### src/rtl/pgd_pkg.sv
package pgd_pkg;
  localparam int unsigned WORD_W = 16;
  localparam int unsigned EXP_W  = 5;
  localparam int unsigned MAN_W  = 11;
  // ticks per millisecond at a 200 us tick
  localparam int unsigned TICKS_PER_MS = 5;

  typedef struct packed {
    logic signed [EXP_W-1:0] exp;
    logic signed [MAN_W-1:0] man;
  } l11_word_t;
endpackage

### src/rtl/pgd_l11_ticks.sv
module pgd_l11_ticks
  import pgd_pkg::*;
#(
  parameter int unsigned MAX_TICKS = 65500,
  parameter int unsigned CNT_W     = $clog2(MAX_TICKS + 1)
) (
  input  l11_word_t        word,
  output logic [CNT_W-1:0] ticks
);
  localparam int unsigned PROD_W = MAN_W + 3;
  localparam int unsigned SHIFT_MAX = 1 << (EXP_W - 1);
  localparam int unsigned WIDE_W = PROD_W + SHIFT_MAX;

  logic [PROD_W-1:0] mag;
  logic [PROD_W-1:0] scaled;
  logic [WIDE_W-1:0] wide;
  logic [WIDE_W-1:0] half;
  logic [WIDE_W-1:0] shifted;
  logic [EXP_W:0]    rshift;

  always_comb begin
    mag = '0;
    if (!word.man[MAN_W-1]) mag = PROD_W'(word.man[MAN_W-2:0]);
    scaled = mag * PROD_W'(TICKS_PER_MS);
    wide   = WIDE_W'(scaled);
    rshift = '0;
    half   = '0;
    if (!word.exp[EXP_W-1]) begin
      shifted = wide << word.exp[EXP_W-2:0];
    end else begin
      rshift  = (EXP_W+1)'(1 << EXP_W) - {1'b0, word.exp};
      half    = WIDE_W'(1) << (rshift - (EXP_W+1)'(1));
      shifted = (wide + half) >> rshift;
    end
    if (shifted > WIDE_W'(MAX_TICKS)) ticks = CNT_W'(MAX_TICKS);
    else                              ticks = shifted[CNT_W-1:0];
  end
endmodule

### src/rtl/pgd_tick_sel.sv
module pgd_tick_sel (
  input  logic shared_present,
  input  logic shared_tick,
  input  logic osc_tick,
  output logic tick
);
  always_comb begin
    if (shared_present) tick = shared_tick;
    else                tick = osc_tick;
  end
endmodule

### src/rtl/pgd_delay_ctr.sv
module pgd_delay_ctr #(
  parameter int unsigned CNT_W = 16
) (
  input  logic             clk,
  input  logic             rst_n,
  input  logic             pg_int,
  input  logic             tick,
  input  logic [CNT_W-1:0] load_val,
  output logic [CNT_W-1:0] cnt,
  output logic             done
);
  always_ff @(posedge clk) begin
    if (!rst_n) begin
      cnt <= '0;
    end else if (!pg_int) begin
      cnt <= load_val;
    end else if (tick && (cnt != '0)) begin
      cnt <= cnt - CNT_W'(1);
    end
  end

  assign done = (cnt == '0);
endmodule

### src/rtl/pg_delay_timer.sv
module pg_delay_timer
  import pgd_pkg::*;
#(
  parameter int unsigned MAX_TICKS = 65500,
  localparam int unsigned CNT_W    = $clog2(MAX_TICKS + 1)
) (
  input  logic              clk,
  input  logic              rst_n,
  input  logic              pg_int,
  input  logic              reg_wr_en,
  input  logic [WORD_W-1:0] reg_wr_data,
  output logic [WORD_W-1:0] reg_rd_data,
  input  logic              shared_present,
  input  logic              shared_tick,
  input  logic              osc_tick,
  output logic              pg_out
);
  logic [WORD_W-1:0] delay_word;
  logic [CNT_W-1:0]  delay_ticks;
  logic [CNT_W-1:0]  cnt;
  logic              cnt_done;
  logic              tick;

  always_ff @(posedge clk) begin
    if (!rst_n)         delay_word <= '0;
    else if (reg_wr_en) delay_word <= reg_wr_data;
  end

  assign reg_rd_data = delay_word;

  pgd_l11_ticks #(.MAX_TICKS(MAX_TICKS), .CNT_W(CNT_W)) u_decode (
    .word  (l11_word_t'(delay_word)),
    .ticks (delay_ticks)
  );

  pgd_tick_sel u_tick_sel (
    .shared_present (shared_present),
    .shared_tick    (shared_tick),
    .osc_tick       (osc_tick),
    .tick           (tick)
  );

  pgd_delay_ctr #(.CNT_W(CNT_W)) u_ctr (
    .clk      (clk),
    .rst_n    (rst_n),
    .pg_int   (pg_int),
    .tick     (tick),
    .load_val (delay_ticks),
    .cnt      (cnt),
    .done     (cnt_done)
  );

  assign pg_out = pg_int & cnt_done;
endmodule

### config.mk
export PLATFORM = sky130hd
export DESIGN_NAME = pg_delay_timer
export DESIGN_NICKNAME = d
export VERILOG_FILES = /design/src/rtl/pgd_pkg.sv /design/src/rtl/pgd_l11_ticks.sv /design/src/rtl/pgd_tick_sel.sv /design/src/rtl/pgd_delay_ctr.sv /design/src/rtl/pg_delay_timer.sv
export SDC_FILE = /design/constraint.sdc
export NUM_CORES = 1
export LEC_CHECK = 0
export BUFFER_PORTS_ARGS = -buffer_cell sky130_fd_sc_hd__buf_2
export CAP_MARGIN = 40
export CORE_MARGIN = 3
export CORE_UTILIZATION = 51
export CTS_BUF_LIST = sky130_fd_sc_hd__clkbuf_4 sky130_fd_sc_hd__clkbuf_8
export CTS_CLUSTER_DIAMETER = 30
export DETAILED_ROUTE_END_ITERATION = 12
export GPL_TIMING_DRIVEN = 0
export PLACE_DENSITY_LB_ADDON = 0.12
export RECOVER_POWER = 100
export SYNTH_ARGS = -nofsm -noshare
export SYNTH_HDL_FRONTEND = slang
export SYNTH_SLANG_ARGS = --single-unit
### constraint.sdc
create_clock -name clk -period 6.67 [get_ports clk]
set_input_delay 1.334 -clock clk [delete_from_list [all_inputs] [get_ports clk]]
set_output_delay 1.334 -clock clk [all_outputs]
set_load 0.01 [all_outputs]
# After elaboration in Yosys (flattened, before gate mapping)
# Cells that the tools add are included.
dict set report classes {
  addsub 4
  order_cmp 1
  bitwise_logic 1
  mux 6
  n_div 0
  n_shift 3
  n_reduce_logical 3
  n_eq_ne 1
  multipliers 1
}
# operator n
set op_table {}
lappend op_table {{2-to-1 mux 16 bit} 3}
lappend op_table {{adder 14 x 30 -> 30 bit} 1}
lappend op_table {{> comparator 30 x 16 -> 1 bit (second input constant)} 1}
lappend op_table {{2-to-1 mux 30 bit} 1}
lappend op_table {{left shift 1 x 6 -> 30 bit (first input constant)} 1}
lappend op_table {{left shift 14 x 4 -> 30 bit} 1}
lappend op_table {{right shift 30 x 6 -> 30 bit} 1}
lappend op_table {{zero test 16 bit} 1}
lappend op_table {{nonzero test 16 bit} 1}
lappend op_table {{subtractor 16 x 1 -> 16 bit (second input constant)} 1}
lappend op_table {{multiplier 10 x 3 -> 13 bit (second input constant)} 1}
lappend op_table {{2-to-1 mux 10 bit} 1}
lappend op_table {{subtractor 6 x 1 -> 6 bit (second input constant)} 1}
lappend op_table {{subtractor 6 x 5 -> 6 bit (first input constant)} 1}
lappend op_table {{!= test 2 x 1 -> 1 bit (second input constant)} 1}
lappend op_table {{AND 1 bit} 1}
lappend op_table {{logical AND 1 bit} 1}
lappend op_table {{2-to-1 mux 1 bit} 1}
dict set report word_totals {
  word_cells 22
  output_inout_bits 17
  n_memories 0
  romBits 0
  ram_bits 0
  latchBits 0
  ff_bits 32
  input_bits 23
}

# Logic depth before layout (Yosys ltp)
# Gate-level depths: netlist (run 1).
dict set report logic_depth {
  depth_word 9
  ltp_mapped 27
  depth_no_buf 22
}

# Cells and area by module
# Synthesis (run 1) repeated with hierarchy kept, for this count alone.
dict set report hier_totals {
  hier_cells 942
  hier_area_um2 6713.9
}
# mod instances area_each_um2 cells_each
set modules_own_cells {}
lappend modules_own_cells {pgd_l11_ticks 1 5003.5 758}
lappend modules_own_cells {pgd_delay_ctr 1 1073.5 131}
lappend modules_own_cells {pg_delay_timer 1 621.8 52}
lappend modules_own_cells {pgd_tick_sel 1 15.0 1}

# Worst setup path before layout (run 1)
# Ideal clock, no wire load.
dict set report synth_timing {
  path_type {reg2reg}
  from {reg delay_word[11], in the netlist reg_rd_data[11]}
  to {reg u_ctr.cnt[3]}
  required_ns 6.596
  synth_period_minus_slack_ns 6.376
  slack_ns 0.294
  t_arrival_ns 6.302
  path_stages_with_launch 26
  n_path_buf 6
  cell_sequence {dfxtp_1 > clkbuf_1 > inv_1 > clkbuf_1 > clkbuf_1 > buf_1 > ha_1 > mux2_4 > o31a_1 > and3_1 > buf_2 > nor3_2 > nand2_1 > nor2_1 > ha_1 > clkbuf_1 > a21oi_1 > a211oi_1 > a211oi_1 > o21ai_1 > a311oi_1 > o211ai_1 > a21o_1 > or3_1 > o31a_1 > a31oi_1}
}
dict set report synth_between {
  elab_chain_cells 9
  elab_cells_between_ends 10
  cone_classes {add/sub: 3; order compare: 1; shift: 3; mux: 3}
}
# item line
set synth_lines {}
lappend synth_lines {{start: declaration} pg_delay_timer.sv:18} ;# logic [WORD_W-1:0] delay_word;
lappend synth_lines {{start signal: assignment} pg_delay_timer.sv:26} ;# else if (reg_wr_en) delay_word <= reg_wr_data;
lappend synth_lines {{subtractor 6 x 5 -> 6 bit} pgd_l11_ticks.sv:31} ;# rshift = (EXP_W+1)'(1 << EXP_W) - {1'b0, word.exp};
lappend synth_lines {{subtractor 6 x 1 -> 6 bit} pgd_l11_ticks.sv:32} ;# half = WIDE_W'(1) << (rshift - (EXP_W+1)'(1));
lappend synth_lines {{left shift 1 x 6 -> 30 bit} pgd_l11_ticks.sv:32}
lappend synth_lines {{adder 14 x 30 -> 30 bit} pgd_l11_ticks.sv:33} ;# shifted = (wide + half) >> rshift;
lappend synth_lines {{right shift 30 x 6 -> 30 bit} pgd_l11_ticks.sv:33}
lappend synth_lines {{2-to-1 mux 30 bit (*)} pgd_l11_ticks.sv:28} ;# if (!word.exp[EXP_W-1]) begin
lappend synth_lines {{> comparator 30 x 16 -> 1 bit} pgd_l11_ticks.sv:35} ;# if (shifted > WIDE_W'(MAX_TICKS)) ticks = CNT_W'(MAX_TICKS);
lappend synth_lines {{2-to-1 mux 16 bit (*)} pgd_l11_ticks.sv:35}
lappend synth_lines {{2-to-1 mux 16 bit (*)} pgd_delay_ctr.sv:15} ;# end else if (!pg_int) begin
lappend synth_lines {{end signal: assignment} pgd_delay_ctr.sv:16} ;# cnt <= load_val;
lappend synth_lines {{end signal: assignment} pgd_delay_ctr.sv:18} ;# cnt <= cnt - CNT_W'(1);
lappend synth_lines {{end: declaration} pgd_delay_ctr.sv:9} ;# output logic [CNT_W-1:0] cnt,
# Every way passes the cells marked *; elsewhere a longest branch is shown, timed or not.
# A chain may end at the register's enable or synchronous reset.

# Final worst setup path (run 1)
# Ends and elaborated chain as after synthesis.

==> flow_metrics.tcl, run 1 <==
set metrics [dict create \
    status "finished, final reports clean" \
    area_growth_pct 10.23 \
    nNetsFinal 1042 \
    tightestPinTransition_ns 0.9058 \
    start_util_pct 52.71 \
    cellPowerDensity_nw_per_um2 146.3 \
    finalWirelength_mm 24.85 \
    die_w_um 118.1 \
    cp-start-kind "flip-flop" \
    rrSetupSlack_ns 0.29 \
    synth_top_area_cell "dfxtp_1" \
    die_y_um 118.1 \
    drive_above_1_share_pct 11.07 \
    synthTopCellsByArea "dfxtp_1 10%, ha_1 6.2%, a21oi_1 5.6%" \
    instances_no_fill 1153 \
    rsz0062_at_grt "no" \
    portBuffers 37 \
    postRouteAntennaNets 0 \
    met1_usage_pct 47.26 \
    dp.cells 1144 \
    firstDrtPassIters 8 \
    clk_root_buffer_cell "clkbuf_8" \
    fin_worst_skew_ns 0.01585 \
    synth_warnings 0 \
    min_path_type "flip-flop to flip-flop" \
    synth_cells 939 \
    synthArstFlopShare_pct 0 \
    clk_pin_slew_ns 0.07 \
    whs_ns 0.4803 \
    cp.required_ns 6.90 \
    post-route-min-period_ns 6.381 \
    htree_num_levels 2 \
    place_ws_ns -1.731 \
    timing.rr.end "u_ctr.cnt[3]" \
    clock_path_buffers 2 \
    grt-busiest-layer "met2" \
    num-fill-cells 1256 \
    avgSynthCellArea_um2 6.826 \
    yosys.cell_types.count 88 \
    rows 40 \
    rr_worst_depth 25 \
    p_leak_nw 2.702 \
    place_congestion 1.070 \
    synth_nets 996 \
    fin_crit_sh_pct 95.67 \
    final_cell_mix "90 x nand2_1, 82 x nor2_1, 66 x a21oi_1" \
    wl_per_cell_um 21.56 \
    ys_seq_elements 32 \
    hold_depth 2 \
    path_max_fanout 12 \
    synth-edff-count 0 \
    num_vias 7976 \
    slew_headroom_pct 39.18 \
    final_hold_viol_count 0 \
    antenna_found_initial 0 \
    cp-end-kind "flip-flop" \
    setup_ws_ns 0.2890 \
    whs_endpoint "u_ctr.cnt[15]" \
    met2_usage_pct 51.34 \
    cap_violations 0 \
    grt_pass1_vias 7271 \
    ir_worst_vdd_v 0.0001387 \
    ys.flop_type "dfxtp_1" \
    clk_latency_ns 0.29 \
    io_pins 40 \
    critPathKind "flip-flop to flip-flop" \
    hpwl_mm 19.26 \
    finalMaxSlewViolations 0 \
    fmax_mhz 156.7 \
    grt_start_max_net_pins 13 \
    core-area_um2 12160 \
    numCtsBuffers 5 \
    timing.rr.start "reg_rd_data[11]" \
    cts_tree "yes" \
    grtUsageMet3_pct 7.448 \
    drtIter0Drc 1383 \
    yosys.area.top_type_share_pct 9.994 \
    cts_sinks 32 \
    antennaDiodeCount 0 \
    min_from "u_ctr.cnt[15]" \
    floorplan.die_area_um2 13950 \
    grt_pass1_wl_mm 38.99 \
    setup_violations 0 \
    viasPerCell 6.918 \
    layout_commonest_cell "nand2_1" \
    setup_tns_ns 0 \
    route.detailed.drc 0 \
    cp.arrival_ns 6.61 \
    track_usage_pct 34.27 \
    overflow 0 \
    syn_area_um2 6410 \
    synth-seq-area-share_pct 9.994 \
]
-- area by class of cell --
cell class                 count  area [um^2]  share of cell area [%]
multi-input combinational    814         5539                   78.40
sequential                    32        640.6                   9.067
buffer                        61        276.5                   3.914
timing repair buffer          44        216.5                   3.064
tap                          168        210.2                   2.975
inverter                      27        101.3                   1.434
clock buffer                   6        76.32                   1.080
clock inverter                 1        5.005                 0.07083
-- state kept, by name, indices dropped and copies added (netlist names) --
name and flops:
reg_rd_data 16, u_ctr.cnt 16
-- cells in the mapped netlist (9+ instances only) --
| cell type | number |
|---|---|
| a21oi_1 | 72 |
| or2_2 | 11 |
| o21ai_0 | 54 |
| inv_1 | 24 |
| nand3_1 | 32 |
| o211ai_1 | 23 |
| a211oi_1 | 20 |
| ha_1 | 32 |
| a21o_1 | 10 |
| nor2_1 | 82 |
| xor2_1 | 13 |
| a31oi_1 | 16 |
| nor3_1 | 34 |
| o31ai_1 | 11 |
| nand2_1 | 91 |
| xnor2_1 | 16 |
| buf_1 | 10 |
| and2_1 | 15 |
| dfxtp_1 | 32 |
| nor2b_1 | 29 |
| clkbuf_1 | 45 |
| or3_1 | 12 |
| mux2i_1 | 36 |
| o221ai_1 | 9 |
| nand2b_1 | 11 |
-- worst max path at each step --
stage	from	endpoint	slack (ns)	cells past startpoint
floorplan	reg_rd_data[11]	u_ctr.cnt[3]	0.29	25
global placement	reg_rd_data[11]	u_ctr.cnt[3]	-1.89	24
detailed placement	reg_rd_data[11]	u_ctr.cnt[3]	-1.73	24
CTS	reg_rd_data[10]	u_ctr.cnt[3]	0.01	22
global route	reg_rd_data[10]	u_ctr.cnt[4]	0.02	23
finish	reg_rd_data[11]	u_ctr.cnt[3]	0.29	25
-- what timing repair did --
action / in CTS / in global routing
resized for setup: 17 / 32
hold buffers: 0 / 0
setup buffers: 1 / 6
pin swaps: 2 / 6
endpoints found under the hold margin: 0 / 0
setup endpoints to repair: 16 / 16
-- power by group --
part / switching [W] / leakage, nW / internal [W]
clock network: 0.0000700 / 0.0445 / 0.0000749
logic: 0.000429 / 2.39 / 0.000226
registers: 0.0000229 / 0.265 / 0.000211
-- cells by family (layout without fill, tap and decap cells) --
logic type      Yosys count  count (layout)  share of synthesized area [%]
compound gates          329             329                          35.10
xor+xnor                 29              29                          3.962
buf+inv                  93             139                          5.836
fa+ha+maj                34              34                          6.871
simple gates            379             379                          30.98
mux                      43              43                          7.261
flops                    32              32                          9.994
-- layer usage --
metal / routed length (um) / share of wire (%)
met5: 0 / 0
met4: 1196 / 4.8
met3: 2693 / 11
met2: 10500 / 42
met1: 10460 / 42
-- critical path, stage by stage, from the launching register on --
cell       delay [ns]
dfxtp_1          0.34
buf_4            0.18
inv_1            0.12
clkbuf_4         0.23
buf_4            0.24
buf_6            0.21
ha_2             0.34
mux2_4           0.28
o31a_1           0.31
and3_1           0.19
buf_4            0.18
nor3_4           0.20
nand2_1          0.20
nor2_1           0.16
ha_2             0.35
o21a_1           0.24
o21ai_0          0.22
o2bb2ai_1        0.32
nor4_2           0.14
and4_1           0.24
nor4_2           0.29
o211ai_1         0.25
a21o_1           0.27
or3_1            0.37
o31a_1           0.30
a31oi_1          0.13
-- per-stage QoR --
step	power, W	area, um^2	util [%]
global route	0.001096	7066	58.10
global placement	0.0008434	6805	55.96
CTS	0.0009979	6944	57.10
floorplan	0.0006702	6410	-
detailed placement	0.0008419	6805	55.96
finish	0.001034	7066	58.10
(Power assumes the default switching activity.)
==> run 2: changes to the inputs <==
--- a/config.mk
+++ b/config.mk
@@ -7,7 +7,6 @@
 export LEC_CHECK = 0
 export BUFFER_PORTS_ARGS = -buffer_cell sky130_fd_sc_hd__buf_2
 export CAP_MARGIN = 40
-export CORE_MARGIN = 3
 export CORE_UTILIZATION = 51
 export CTS_BUF_LIST = sky130_fd_sc_hd__clkbuf_4 sky130_fd_sc_hd__clkbuf_8
 export CTS_CLUSTER_DIAMETER = 30
==> constraint.sdc (replaced) <==
create_clock -name clk -period 7 [get_ports clk]
set_input_delay 1.4 -clock clk [delete_from_list [all_inputs] [get_ports clk]]
set_output_delay 1.4 -clock clk [all_outputs]
set_load 0.01 [all_outputs]
==> flow_metrics.tcl, run 2 (same netlist as run 1, synthesis figures left out) <==
set metrics [dict create \
    status "finished, final reports clean" \
    route.detailed.drc 0 \
    floorplan.die_area_um2 13020 \
    timing.rr.start "reg_rd_data[11]" \
    tightestPinTransition_ns 1.006 \
    drive_above_1_share_pct 8.989 \
    layout_commonest_cell "nand2_1" \
    path_max_fanout 19 \
    nNetsFinal 1036 \
    htree_num_levels 2 \
    min_path_type "flip-flop to flip-flop" \
    antenna_found_initial 0 \
    die_w_um 114.1 \
    rsz0062_at_grt "no" \
    antennaDiodeCount 0 \
    min_from "u_ctr.cnt[11]" \
    hold_depth 2 \
    power.share.clock_pct 14.0 \
    track_usage_pct 38.35 \
    numCtsBuffers 5 \
    rr_worst_depth 24 \
    post-route-min-period_ns 6.710 \
    die_y_um 114.1 \
    holdBufCountCts 0 \
    p_leak_nw 2.684 \
    post-route-util_pct 57.42 \
    clk_pin_slew_ns 0.07 \
    portBuffers 37 \
    p_seq_share_pct 22.9 \
    clock_path_buffers 2 \
    num_vias 7950 \
    totalPowerFinal_w 0.0009713 \
    area_growth_pct 8.491 \
    overflow 0 \
    num-fill-cells 1274 \
    grt_pass1_vias 7160 \
    core-area_um2 12110 \
    setup_tns_ns 0 \
    critPathKind "flip-flop to flip-flop" \
    hpwl_mm 19.64 \
    timing.rr.end "u_ctr.cnt[3]" \
    final_hold_viol_count 0 \
    cp-start-kind "flip-flop" \
    intPower_w 0.0004795 \
    whs_endpoint "u_ctr.cnt[11]" \
    slew_headroom_pct 31.22 \
    p_sw_w 0.0004918 \
    cp.required_ns 7.18 \
    clk_latency_ns 0.29 \
    finalMaxSlewViolations 0 \
    cap_violations 0 \
    rrSetupSlack_ns 0.29 \
    swShare_pct 50.63 \
    drtIter0Drc 1092 \
    clk_root_buffer_cell "clkbuf_8" \
    grt_pass1_wl_mm 38.85 \
    cellPowerDensity_nw_per_um2 139.7 \
    cts_tree "yes" \
    p_comb_share_pct 63.1 \
    grt_start_max_net_pins 13 \
    cp.arrival_ns 6.89 \
    cp-end-kind "flip-flop" \
    cts_sinks 32 \
    fin_worst_skew_ns 0.01088 \
    finalWirelength_mm 24.94 \
    setup_violations 0 \
    firstDrtPassIters 6 \
    io_pins 40 \
    fmax_mhz 149.0 \
    wl_per_cell_um 21.74 \
    rows 40 \
    fin_crit_sh_pct 95.86 \
    ir_worst_vdd_v 0.0001608 \
    place_congestion 0.9976 \
    viasPerCell 6.931 \
    final_cell_mix "90 x nand2_1, 82 x nor2_1, 67 x a21oi_1" \
    postRouteAntennaNets 0 \
    start_util_pct 52.92 \
]
## run 2: layout make-up
cell class / count / area [um^2] / share of cell area, %
Buffer: 61 / 264.0 / 3.796
Clock buffer: 6 / 76.32 / 1.098
Clock inverter: 1 / 5.005 / 0.07197
Inverter: 27 / 101.3 / 1.457
Multi-Input combinational cell: 814 / 5487 / 78.90
Sequential cell: 32 / 640.6 / 9.212
Tap cell: 168 / 210.2 / 3.023
Timing Repair Buffer: 38 / 170.2 / 2.447
## run 2: what timing repair did
item | in CTS | in global routing
endpoints found under the setup margin | 16 | 16
pin swaps | 0 | 3
resized for setup | 12 | 16
setup buffers | 1 | 0
## run 2: stage by stage
step                std cells  worst slack [ns]  cell area [um^2]  hold WS (ns)
floorplan                 939            0.6242              6410        0.4559
global placement         1144            -1.524              6805        0.4813
detailed placement       1144            -1.532              6805        0.4861
CTS                      1152           0.06479              6939        0.4946
global route             1147           0.02674              6954        0.5273
finish                   1147            0.2897              6954        0.4989
## run 2: worst max path at each step
stage,from,endpoint,slack [ns],cells past startpoint
floorplan,reg_rd_data[11],u_ctr.cnt[3],0.62,25
global placement,reg_rd_data[11],u_ctr.cnt[3],-1.52,24
detailed placement,reg_rd_data[11],u_ctr.cnt[3],-1.53,24
CTS,reg_rd_data[11],u_ctr.cnt[3],0.06,26
global route,reg_rd_data[11],u_ctr.cnt[3],0.03,24
finish,reg_rd_data[11],u_ctr.cnt[3],0.29,24
## run 2: layer usage
layer	wire length [um]	share of wire, %	global-route usage (%)
met3	2427	9.7	6.194
met4	1229	4.9	18.96
met1	10520	42	51.64
met5	0	0	0
met2	10760	43	59.35
## run 2: power groups by stage
stage	Clock [W]	Combinational (W)	Sequential, W
global placement	0	0.000581	0.000226
floorplan	0	0.000416	0.000223
detailed placement	0	0.000581	0.000226
global route	0.000148	0.000655	0.000225
CTS	0.000140	0.000589	0.000222
finish	0.000136	0.000613	0.000222
## run 2: critical path, cell delays in order, from the launching register on
cell	delay, ns
dfxtp_1	0.38
clkbuf_2	0.26
inv_1	0.13
clkbuf_4	0.28
buf_4	0.26
ha_2	0.41
or3b_1	0.39
a21o_1	0.19
and3_1	0.17
clkbuf_4	0.20
nor3_4	0.34
nand2_1	0.21
nor2_1	0.14
ha_1	0.34
a21oi_2	0.35
a211oi_1	0.19
a211o_1	0.40
nand3_1	0.15
o311ai_0	0.17
or3_1	0.43
o31ai_1	0.44
and2_0	0.20
clkbuf_2	0.24
o31a_1	0.22
a31oi_1	0.09
==> run 3: changes to the inputs <==
--- a/config.mk
+++ b/config.mk
@@ -12,6 +12,7 @@
 export CTS_CLUSTER_DIAMETER = 30
 export DETAILED_ROUTE_END_ITERATION = 12
 export GPL_TIMING_DRIVEN = 0
+export MAX_ROUTING_LAYER = met4
 export PLACE_DENSITY_LB_ADDON = 0.12
 export RECOVER_POWER = 100
 export SYNTH_ARGS = -nofsm -noshare
==> flow_metrics.tcl, run 3 (same netlist as run 1, synthesis figures left out) <==
set metrics [dict create \
    status "finished, final reports clean" \
    core-area_um2 12110 \
    place_ws_ns -1.454 \
    track_usage_pct 40.13 \
    crit_start "reg_rd_data[11]" \
    route.detailed.drc 0 \
    rows 40 \
    grt_pass1_wl_mm 39.51 \
    postRouteAntennaNets 0 \
    grt_start_max_net_pins 13 \
    die_w_um 114.1 \
    viasPerCell 6.891 \
    tightestPinTransition_ns 0.9138 \
    rr_worst_depth 25 \
    overflow 0 \
    cts_sinks 32 \
    cap_violations 0 \
    num_vias 7945 \
    path_max_fanout 12 \
    clk_root_buffer_cell "clkbuf_8" \
    cts_tree "yes" \
    numCtsBuffers 5 \
    whs_ns 0.4987 \
    drtIter0Drc 1207 \
    crit_slowest_cell "ha_2" \
    wl_per_cell_um 21.77 \
    area_growth_pct 9.936 \
    grt_pass1_vias 7306 \
    critPathBufInv 6 \
    hpwl_mm 19.58 \
    htree_num_levels 2 \
    final_cell_mix "89 x nand2_1, 82 x nor2_1, 66 x a21oi_1" \
    portBuffers 37 \
    start_util_pct 52.92 \
    cp-start-kind "flip-flop" \
    min_from "u_ctr.cnt[9]" \
    max_stage_delay_ns 0.42 \
    post-route-min-period_ns 6.741 \
    nNetsFinal 1041 \
    hold_depth 2 \
    layout_commonest_cell "nand2_1" \
    timing.rr.start "reg_rd_data[11]" \
    clock_path_buffers 2 \
    finalMaxSlewViolations 0 \
    slew_headroom_pct 37.51 \
    cellPowerDensity_nw_per_um2 147.5 \
    final_hold_viol_count 0 \
    instances_no_fill 1153 \
    finalWirelength_mm 25.10 \
    fin_crit_sh_pct 96.30 \
    fin_worst_skew_ns 0.01191 \
    ir_worst_vdd_v 0.0001501 \
    cp.required_ns 7.23 \
    path_depth 25 \
    min_path_type "flip-flop to flip-flop" \
    cpMostUsedCell "clkbuf_4" \
    clk_latency_ns 0.30 \
    cp.arrival_ns 6.97 \
    clk_pin_slew_ns 0.07 \
    place_congestion 1.010 \
    fmax_mhz 148.3 \
    antenna_found_initial 0 \
    dp.cells 1145 \
    post-route-util_pct 58.18 \
    floorplan.die_area_um2 13020 \
    setup_violations 0 \
    p_leak_nw 2.708 \
    setup_ws_ns 0.2589 \
    antennaDiodeCount 0 \
    cp-end-kind "flip-flop" \
    die_y_um 114.1 \
    critPathKind "flip-flop to flip-flop" \
    path_delay_family "compound AO/OA/AOI/OAI gates" \
    firstDrtPassIters 9 \
    io_pins 40 \
    drive_above_1_share_pct 9.949 \
    holdBufCountCts 0 \
]
-- run 3: cell count changes in the layout (fill, tap and decap cells not counted), moves of 2 or more --
| cell | change |
|---|---|
| ha_1 | -2 |
| clkbuf_8 | +2 |
| a21oi_4 | +2 |
| ha_2 | +2 |
| a21boi_1 | +4 |
| a21boi_0 | -4 |
| buf_4 | +3 |
-- run 3: tightest hold or removal path, delay by kind of cell (launching register included) --
kind | cells | cell delay (ns)
flip-flops | 1 | 0.34
AND/OR/NAND/NOR | 1 | 0.06
AO/OA/AOI/OAI | 1 | 0.05
-- run 3: stage by stage --
step / setup TNS, ns / total power [W] / cell area, um^2
after floorplan: 0 / 0.0006386 / 6410
after global placement: -20.02 / 0.0008086 / 6805
final: 0 / 0.001040 / 7047
after global routing: -0.4629 / 0.001094 / 7047
after CTS: 0 / 0.001012 / 6992
after detailed placement: -18.17 / 0.0008080 / 6810
-- run 3: area by class of cell --
| cell class | instances | area, um^2 |
|---|---|---|
| Tap cell | 168 | 210.2 |
| Inverter | 27 | 101.3 |
| Buffer | 63 | 277.8 |
| Timing Repair Buffer | 41 | 190.2 |
| Clock buffer | 7 | 96.34 |
| Fill cell | 1273 | 5065 |
| Sequential cell | 32 | 640.6 |
| Clock inverter | 1 | 30.03 |
| Multi-Input combinational cell | 814 | 5500 |
-- run 3: layer usage --
metal	up-vias	track usage (%)	share of wire [%]
li1	3669	-	-
met1	3642	51.57	42
met2	521	60.65	43
met3	113	7.888	11
met4	0	18.35	4.7
met5	-	-	0
-- run 3: where the power goes --
part	total [W]	internal (W)	leakage [nW]	switching (W)
combinational	0.000619	0.000209	2.38	0.000410
sequential	0.000223	0.000201	0.265	0.0000223
clock	0.000197	0.000126	0.0645	0.0000719
total	0.00104	0.000536	2.71	0.000504
-- run 3: final timing paths --
check,endpoint,slack [ns]
min,u_ctr.cnt[9],0.50
max,u_ctr.cnt[3],0.26
max reg2reg,u_ctr.cnt[3],0.26
min reg2reg,u_ctr.cnt[9],0.50
-- run 3: repair_timing --
action                     4_1_cts  5_1_grt
pin swaps                        0        3
setup buffers                    1        2
gates resized for setup         12       25
setup endpoints to repair       16       16
